<file path="src/rtl/tag_alu_pkg.sv">
package tag_alu_pkg;

    localparam int unsigned DATA_W = 32;
    localparam int unsigned TAG_W  = 2;

    typedef struct packed {
        logic n;
        logic z;
        logic v;
        logic c;
    } cc_t;

    typedef enum logic [1:0] {
        MODE_PLAIN  = 2'b00,
        MODE_EXTEND = 2'b01,
        MODE_TAGGED = 2'b10,
        MODE_TAGTRP = 2'b11
    } mode_e;

    function automatic mode_e pick_mode(input logic ext, input logic tag, input logic trp);
        if (tag && trp)  return MODE_TAGTRP;
        else if (tag)    return MODE_TAGGED;
        else if (ext)    return MODE_EXTEND;
        else             return MODE_PLAIN;
    endfunction

endpackage

</file>
<file path="src/rtl/tag_alu_adder.sv">
module tag_alu_adder #(
    parameter int unsigned W = 32
) (
    input  logic [W-1:0] a_i,
    input  logic [W-1:0] b_i,
    input  logic         sub_i,
    input  logic         cin_i,
    output logic [W-1:0] sum_o,
    output logic         carry_o,
    output logic         ovf_o
);
    localparam int unsigned MSB = W - 1;

    logic [W-1:0] b_eff;
    logic         c0;
    logic [W:0]   wide;

    always_comb begin
        b_eff   = sub_i ? ~b_i : b_i;
        c0      = sub_i ? ~cin_i : cin_i;
        wide    = {1'b0, a_i} + {1'b0, b_eff} + {{W{1'b0}}, c0};
        sum_o   = wide[W-1:0];
        carry_o = sub_i ? ~wide[W] : wide[W];
        ovf_o   = (a_i[MSB] == b_eff[MSB]) && (wide[MSB] != a_i[MSB]);
    end
endmodule

</file>
<file path="src/rtl/tag_alu_tagchk.sv">
module tag_alu_tagchk #(
    parameter int unsigned W    = 32,
    parameter int unsigned TAGW = 2
) (
    input  logic [W-1:0] a_i,
    input  logic [W-1:0] b_i,
    output logic         bad_o
);
    logic [TAGW-1:0] bits;

    for (genvar g = 0; g < TAGW; g++) begin : g_tag
        assign bits[g] = a_i[g] | b_i[g];
    end

    assign bad_o = |bits;
endmodule

</file>
<file path="src/rtl/tag_alu_flags.sv">
module tag_alu_flags
    import tag_alu_pkg::*;
#(
    parameter int unsigned W = 32
) (
    input  logic [W-1:0] sum_i,
    input  logic         carry_i,
    input  logic         ovf_i,
    input  logic         tag_bad_i,
    input  mode_e        mode_i,
    output cc_t          cc_o,
    output logic         fault_o
);
    logic tag_mode;

    always_comb begin
        tag_mode = (mode_i == MODE_TAGGED) || (mode_i == MODE_TAGTRP);
        cc_o.n   = sum_i[W-1];
        cc_o.z   = (sum_i == '0);
        cc_o.c   = carry_i;
        cc_o.v   = ovf_i | (tag_mode & tag_bad_i);
        fault_o  = (mode_i == MODE_TAGTRP) && (ovf_i || tag_bad_i);
    end
endmodule

</file>
<file path="src/rtl/tag_alu.sv">
module tag_alu
    import tag_alu_pkg::*;
(
    input  logic              clk,
    input  logic              rst_n,
    input  logic              issue_i,
    input  logic              sub_i,
    input  logic              extend_i,
    input  logic              tagged_i,
    input  logic              trap_en_i,
    input  logic              set_cc_i,
    input  logic              carry_i,
    input  logic [DATA_W-1:0] opa_i,
    input  logic [DATA_W-1:0] opb_i,
    output logic [DATA_W-1:0] result_o,
    output logic              res_we_o,
    output logic              flag_n_o,
    output logic              flag_z_o,
    output logic              flag_v_o,
    output logic              flag_c_o,
    output logic              cc_we_o,
    output logic              tag_trap_o
);
    mode_e             mode;
    logic              cin;
    logic [DATA_W-1:0] sum;
    logic              carry;
    logic              ovf;
    logic              tag_bad;
    logic              fault;
    cc_t               cc_next;
    cc_t               cc_q;

    always_comb begin
        mode = pick_mode(extend_i, tagged_i, trap_en_i);
        unique case (mode)
            MODE_EXTEND: cin = carry_i;
            default:     cin = 1'b0;
        endcase
    end

    tag_alu_adder #(.W(DATA_W)) u_adder (
        .a_i     (opa_i),
        .b_i     (opb_i),
        .sub_i   (sub_i),
        .cin_i   (cin),
        .sum_o   (sum),
        .carry_o (carry),
        .ovf_o   (ovf)
    );

    tag_alu_tagchk #(.W(DATA_W), .TAGW(TAG_W)) u_tagchk (
        .a_i   (opa_i),
        .b_i   (opb_i),
        .bad_o (tag_bad)
    );

    tag_alu_flags #(.W(DATA_W)) u_flags (
        .sum_i     (sum),
        .carry_i   (carry),
        .ovf_i     (ovf),
        .tag_bad_i (tag_bad),
        .mode_i    (mode),
        .cc_o      (cc_next),
        .fault_o   (fault)
    );

    always_ff @(posedge clk) begin
        if (!rst_n) begin
            result_o   <= '0;
            cc_q       <= '0;
            res_we_o   <= 1'b0;
            cc_we_o    <= 1'b0;
            tag_trap_o <= 1'b0;
        end else begin
            res_we_o   <= issue_i & ~fault;
            cc_we_o    <= issue_i & ~fault & set_cc_i;
            tag_trap_o <= issue_i & fault;
            if (issue_i) begin
                result_o <= sum;
                cc_q     <= cc_next;
            end
        end
    end

    always_comb begin
        flag_n_o = cc_q.n;
        flag_z_o = cc_q.z;
        flag_v_o = cc_q.v;
        flag_c_o = cc_q.c;
    end
endmodule

</file>
<file path="config.mk">
export PLATFORM = sky130hd
export DESIGN_NAME = tag_alu
export DESIGN_NICKNAME = d
export VERILOG_FILES = /design/src/rtl/tag_alu_pkg.sv /design/src/rtl/tag_alu_adder.sv /design/src/rtl/tag_alu_tagchk.sv /design/src/rtl/tag_alu_flags.sv /design/src/rtl/tag_alu.sv
export SDC_FILE = /design/constraint.sdc
export NUM_CORES = 1
export LEC_CHECK = 0
export ABC_AREA = 1
export CAP_MARGIN = 30
export CORE_UTILIZATION = 40
export DETAILED_ROUTE_END_ITERATION = 8
export GPL_ROUTABILITY_DRIVEN = 0
export PLACE_DENSITY = 0.67
export SLEW_MARGIN = 30
export SYNTH_ARGS = -nofsm -noshare
export SYNTH_HDL_FRONTEND = slang
export SYNTH_SLANG_ARGS = --single-unit
</file>
<file path="constraint.sdc">
create_clock -name clk -period 8.23 [get_ports clk]
set_clock_uncertainty 0.2 [all_clocks]
set_input_delay 1.646 -clock clk [delete_from_list [all_inputs] [get_ports clk]]
set_output_delay 1.646 -clock clk [all_outputs]
set_load 0.01 [all_outputs]
</file>
---- Yosys cells after proc, flatten, opt, wreduce, memory -nomap -nowiden ----
Index checks and enable logic that the tools add are counted.
operators by class
  mux-type cells .......................... 7
  add/subtract/negate cells ............... 2
  bitwise gates (word level) .............. 11
  eq/ne operators ......................... 5
  reduce and logical (&&, ||, !) cells .... 7
operators with widths
  cell                  count
  $add A32 B32 Y33      1
  $add A33 B1 Y33       1
  $logic_not A32 Y1     1
  $mux W32              1
  $not A32 Y32          1
  $and A1 B1 Y1         4
  $eq A2 B2 Y1 const B  2
  $mux W1               4
  $mux W2               2
  $logic_and A1 B1 Y1   3
  $not A1 Y1            3
  $or A1 B1 Y1          3
  $eq A2 B1 Y1 const B  1
  $logic_or A1 B1 Y1    2
  $reduce_or A2 Y1      1
  $eq A1 B1 Y1          1
  $ne A1 B1 Y1          1
storage, ports and cells
  logic and storage cells ................. 40
  register bits ........................... 39
  input port bits ......................... 73
  output and inout port bits .............. 39

---- Depth between registers and ports, before layout ----
  depth after elaboration ................. 15
  gate-level depth with buffers ........... 21
  gate-level depth less buffers ........... 21

---- Cells and area by module ----
From an unflattened synthesis, not the netlist that was laid out.
unflattened totals
  cells, all modules ...................... 749
  area, all modules ....................... 4374.2 um^2
modules (own cells, without submodules)
  module          cells an instance  times used  sequential area each (um^2)  area an instance (um^2)
  tag_alu_adder   466                1           0.0                          2596.2
  tag_alu         242                1           780.7                        1616.6
  tag_alu_flags   38                 1           0.0                          150.1
  tag_alu_tagchk  3                  1           0.0                          11.3

---- Worst setup path before layout ----
OpenSTA, ideal clock, no wires.
  kind .................................... input-to-reg
  start ................................... input sub_i
  end ..................................... register cc_q, in the netlist flag_z_o
  data arrival time ....................... 4.151 ns
  required time ........................... 7.962 ns
  path buffers ............................ 2
  library setup time ...................... 0.068 ns
  slack ................................... 3.811 ns
  stages on the path ...................... 17
  cell sequence ........................... clkbuf_1 buf_2 xnor2_1 fa_1 inv_1 fa_1 nor2_1 nand2_1 nor2_1 nand3_1 nor2_1 nand3_1 nor2_1 nand3_1 nor2_1 nand3_1 a21oi_2
between the ends
  word-level cells in the longest chain between the ends .. 4
  elaborated cells between the ends (all ways) .. 5
  those cells by class .................... 2 x add/sub; 2 x mux; 1 x reduce/logical
ends and longest elaborated chain
  item                  RTL line             source
  from (decl)           tag_alu.sv:7         input logic sub_i,
  $mux W32              tag_alu_adder.sv:19  b_eff = sub_i ? ~b_i : b_i;
  $add A32 B32 Y33      tag_alu_adder.sv:21  wide = {1'b0, a_i} + {1'b0, b_eff} + {{W{1'b0}}, c0};
  $add A33 B1 Y33 *     tag_alu_adder.sv:21
  named net sum[1]      tag_alu.sv:26        logic [DATA_W-1:0] sum;
  $logic_not A32 Y1 *   tag_alu_flags.sv:19  cc_o.z = (sum_i == '0);
  to (signal assigned)  tag_alu.sv:81        cc_q <= cc_next;
  to (decl)             tag_alu.sv:32        cc_t cc_q;
Mark *: on every way through the listed nets, which the timed path passes. The rest lies on a longest branch.
A chain may end at the register's enable or synchronous reset.

---- Final worst setup path ----
  start ................................... input sub_i
  end ..................................... register cc_q, in the netlist flag_z_o
between the ends
  word-level cells in the longest chain between the ends .. 4
  elaborated cells between the ends (all ways) .. 5
  those cells by class .................... 2 x add/sub; 2 x mux; 1 x reduce/logical
ends and longest elaborated chain
  item                 RTL line
  $mux W32             tag_alu_adder.sv:19
  $add A32 B32 Y33     tag_alu_adder.sv:21
  $add A33 B1 Y33 *    tag_alu_adder.sv:21
  $logic_not A32 Y1 *  tag_alu_flags.sv:19
Every way passes the cells marked *; elsewhere a longest branch is shown, timed or not.

==> summary.md <==
| Metric | Value |
|---|---|
| Status | `complete, no violations` |
| CP top delay family | `simple AND/OR/NAND/NOR gates` |
| R2R Setup Slk | `7300 ps` |
| Area share of fa/ha/maj cells after synthesis | `0.0970` |
| Mapped Cells | `770` |
| Final setup fails | `0` |
| Number of synthesized flops with an enable pin | `0` |
| DRT antenna net count | `0` |
| Max Cap Viol | `0` |
| Reg2reg start | `result_o[30]$_SDFFE_PN0P_` |
| Post-DR wirelength/cell | `11.6 µm` |
| # DRC | `0` |
| Die Area | `0.0115 mm²` |
| CP Cell Sequence | `buf_2 > xnor2_1 > fa_1 > inv_1 > fa_1 > nand2_1 > nand2_2 > nand3_1 > nand2_1 > nand2_1 > nand2_2 > nand2_1 > nand2_1 > nand2_1 > nor2_1 > nand3_1 > nor2_1 > nand3_1 > a21oi_2` |
| Most frequent cell after synthesis | `nand2_1` |
| Initial core utilization | `0.420` |
| Max Fanout on Critical Path | `35` |
| Clock Latency Late Sink | `280 ps` |
| Routed vias | `4817` |
| Comb pwr share | `0.570` |
| Mux cell area share after synthesis | `0` |
| Top FF cell, synth | `dfxtp_1` |
| Simple-gate share of the synthesized area | `0.426` |
| Min-Delay Path Class | `reg2reg` |
| CTS tree | `done` |
| Filler Cell Count | `1140` |
| WP data required | `8250 ps` |
| Fmax | `216 MHz` |
| Share of flip-flops with an asynchronous set or reset | `0` |
| Port bufs | `111` |
| Initial antenna violation count | `0` |
| Crit path launch type | `primary input` |
| Root buf cell | `clkbuf_8` |
| CORE AREA | `0.0105 mm²` |
| Synth Area in Compound Gates | `0.0888` |
| Total power | `0.784 mW` |
| Worst R2R Path Depth | `4` |
| Final WS setup | `3600 ps` |
| Grt ovf | `0` |
| Top cells by count, synth | `nand2_1 (255), inv_1 (140), nor2_1 (72)` |
| P_sw | `0.334 mW` |
| Period utilization | `0.562` |
| Clk buf depth | `2` |
| Share of layout cells above drive strength 1 | `0.0756` |
| Die Y | `107 µm` |
| DRT iter0 DRCs | `206` |
| DR vias/cell | `4.77` |
| Internal | `0.450 mW` |
| Synthesized area | `0.00441 mm²` |
| Largest net degree at the start of global routing | `49` |
| Setup TNS | `0 ps` |
| Total Wirelength | `11700 µm` |
| Sw Share | `0.427` |
| GR Util All Layers | `0.211` |
| Footprint of the multi-input gates | `0.00302 mm²` |
| Reg power frac | `0.274` |
| Clock tree sinks | `38` |
| Pleak | `3.10 nW` |
| Max-slew violations | `0` |
| CP endpoint kind | `flip-flop` |
| Area Growth Syn to Fin | `29.4%` |
| VDD IR max | `80.6 µV` |
| Nets | `980` |
| XOR/XNOR share of the synthesized area | `0.0735` |
| CP bufs+invs | `2` |
| Worst hold stages | `2` |
| Clock Power Share | `0.156` |
| Hold worst-path end | `result_o[24]$_SDFFE_PN0P_` |
| Yosys reg bits | `38` |
| HP Start | `result_o[24]$_SDFFE_PN0P_` |
| Setup CP Type | `in2reg` |
| RSZ-0062 raised after global routing | `false` |
| Dpl ws | `3270 ps` |
| Min cycle time layout | `4630 ps` |
| Num CTS Buffers | `5` |
| Worst R2R End | `result_o[30]$_SDFFE_PN0P_` |
| Worst path max stage delay | `700 ps` |
| First-pass DRT Iterations | `5` |
| Placed wire-length estimate | `10100 µm` |
| WP data arrival | `4650 ps` |
| Slowest cell on the critical path | `buf_2` |
| Slew margin rel. | `0.381` |
| CP most frequent cell | `nand2_1` |
| Syn Area/Cell | `5.73 µm²` |
| Seq/Total Area, Yosys | `0.172` |
| Top cell type's share of synthesized area | `0.217` |
| Ports | `112` |
| Syn Nets | `876` |
| Crit path from | `sub_i` |
| Hold buffer count at CTS | `0` |
| Worst-path clk slew | `70 ps` |
| Vias in the first global route | `4411` |
| FP Rows | `37` |
| Top cell type by total area after synthesis | `nand2_1` |
| Die X | `107 µm` |
| Final Util | `0.543` |
| Netlist cell types | `32` |
| Cell Pwr Density | `137 mW/mm²` |
| Register area | `761 µm²` |
| First-pass GRT wire length | `19700 µm` |
| Top post-synthesis cells by area | `nand2_1 (22%), dfxtp_1 (17%), inv_1 (12%)` |
| Synth warn | `0` |
| Worst Tran Pin Value | `929 ps` |
| Post-CTS setup buffer count | `0` |
| H-tree depth | `2` |
| Worst hold slack | `288 ps` |
| Post_cts resized | `0` |
| Main combinational cell family by area after synthesis | `simple AND/OR/NAND/NOR gates` |
| Antenna cells | `0` |
| Final hold viol count | `0` |
-- state kept, by name, indices dropped and copies added (netlist names) --
signal      cells
res_we_o        1
flag_z_o        1
flag_c_o        1
flag_v_o        1
tag_trap_o      1
cc_we_o         1
result_o       32
-- cell families after synthesis --
logic type               after synthesis
AND/OR/NAND/NOR                      431
flip-flops                            38
AO/OA/AOI/OAI                         67
adder cells (fa/ha/maj)               33
buffers and inverters                164
XOR/XNOR                              37
-- metrics by stage --
stage          std cells  instance area, µm²
6_report            1009                5710
5_1_grt             1009                5710
4_1_cts             1009                5710
3_5_place_dp        1003                5630
3_3_place_gp        1003                5630
2_1_floorplan        770                4410
-- area by class of cell --
class	instances	share of cell area
multi-input cells	568	0.530
repair buffers	112	0.195
well taps	136	0.0298
flip-flops and latches	38	0.133
clock buffers	6	0.0145
inverters	149	0.0979
-- per-layer routing --
metal	vias to the layer above	GRT usage	wire, µm
li1	2560	-	-
met1	2096	0.293	5680
met2	146	0.343	5170
met3	15	0.0213	695
met4	0	0.0597	173
met5	-	0	0
-- tightest hold or removal path, delay by kind of cell, from the launching register on --
family	cells	cell delay, ps
AOI/OAI and AO/OA	1	80
buffers and inverters	1	50
DFF	1	330
-- power by group through the flow --
stage / Combinational (mW) / Sequential (mW) / Clock [mW]
5_1_grt: 0.502 / 0.217 / 0.133
3_5_place_dp: 0.443 / 0.219 / 0
4_1_cts: 0.445 / 0.215 / 0.126
3_3_place_gp: 0.437 / 0.219 / 0
6_report: 0.447 / 0.215 / 0.122
2_1_floorplan: 0.284 / 0.226 / 0
-- cells in the final DEF (no fill, tap or decap), drive strengths merged --
cell type	synthesis	routed
nand2	278	278
inv	148	148
clkdlybuf4s50	0	110
nor2	83	83
nand3	47	47
dfxtp	38	38
xor2	34	34
ha	31	31
a21oi	25	25
o21ai	24	24
o211ai	12	12
nand3b	7	7
nand4	7	7
nor3	7	7
clkbuf	8	6
xnor2	3	3
a31oi	3	3
o21bai	2	2
fa	2	2
nor4	2	2
buf	7	2
clkinv	1	1
a21o	1	1
-- how the worst max path moves through the flow --
stage / to / slack [ps] / cells after the start
detailed placement: flag_z_o$_SDFFE_PN0P_ / 3270 / 16
floorplan: flag_z_o$_SDFFE_PN0P_ / 3810 / 17
finish: flag_z_o$_SDFFE_PN0P_ / 3600 / 19
global route: flag_z_o$_SDFFE_PN0P_ / 3250 / 19
CTS: flag_z_o$_SDFFE_PN0P_ / 3570 / 16
global placement: flag_z_o$_SDFFE_PN0P_ / 3360 / 16
(Power assumes the default switching activity.)
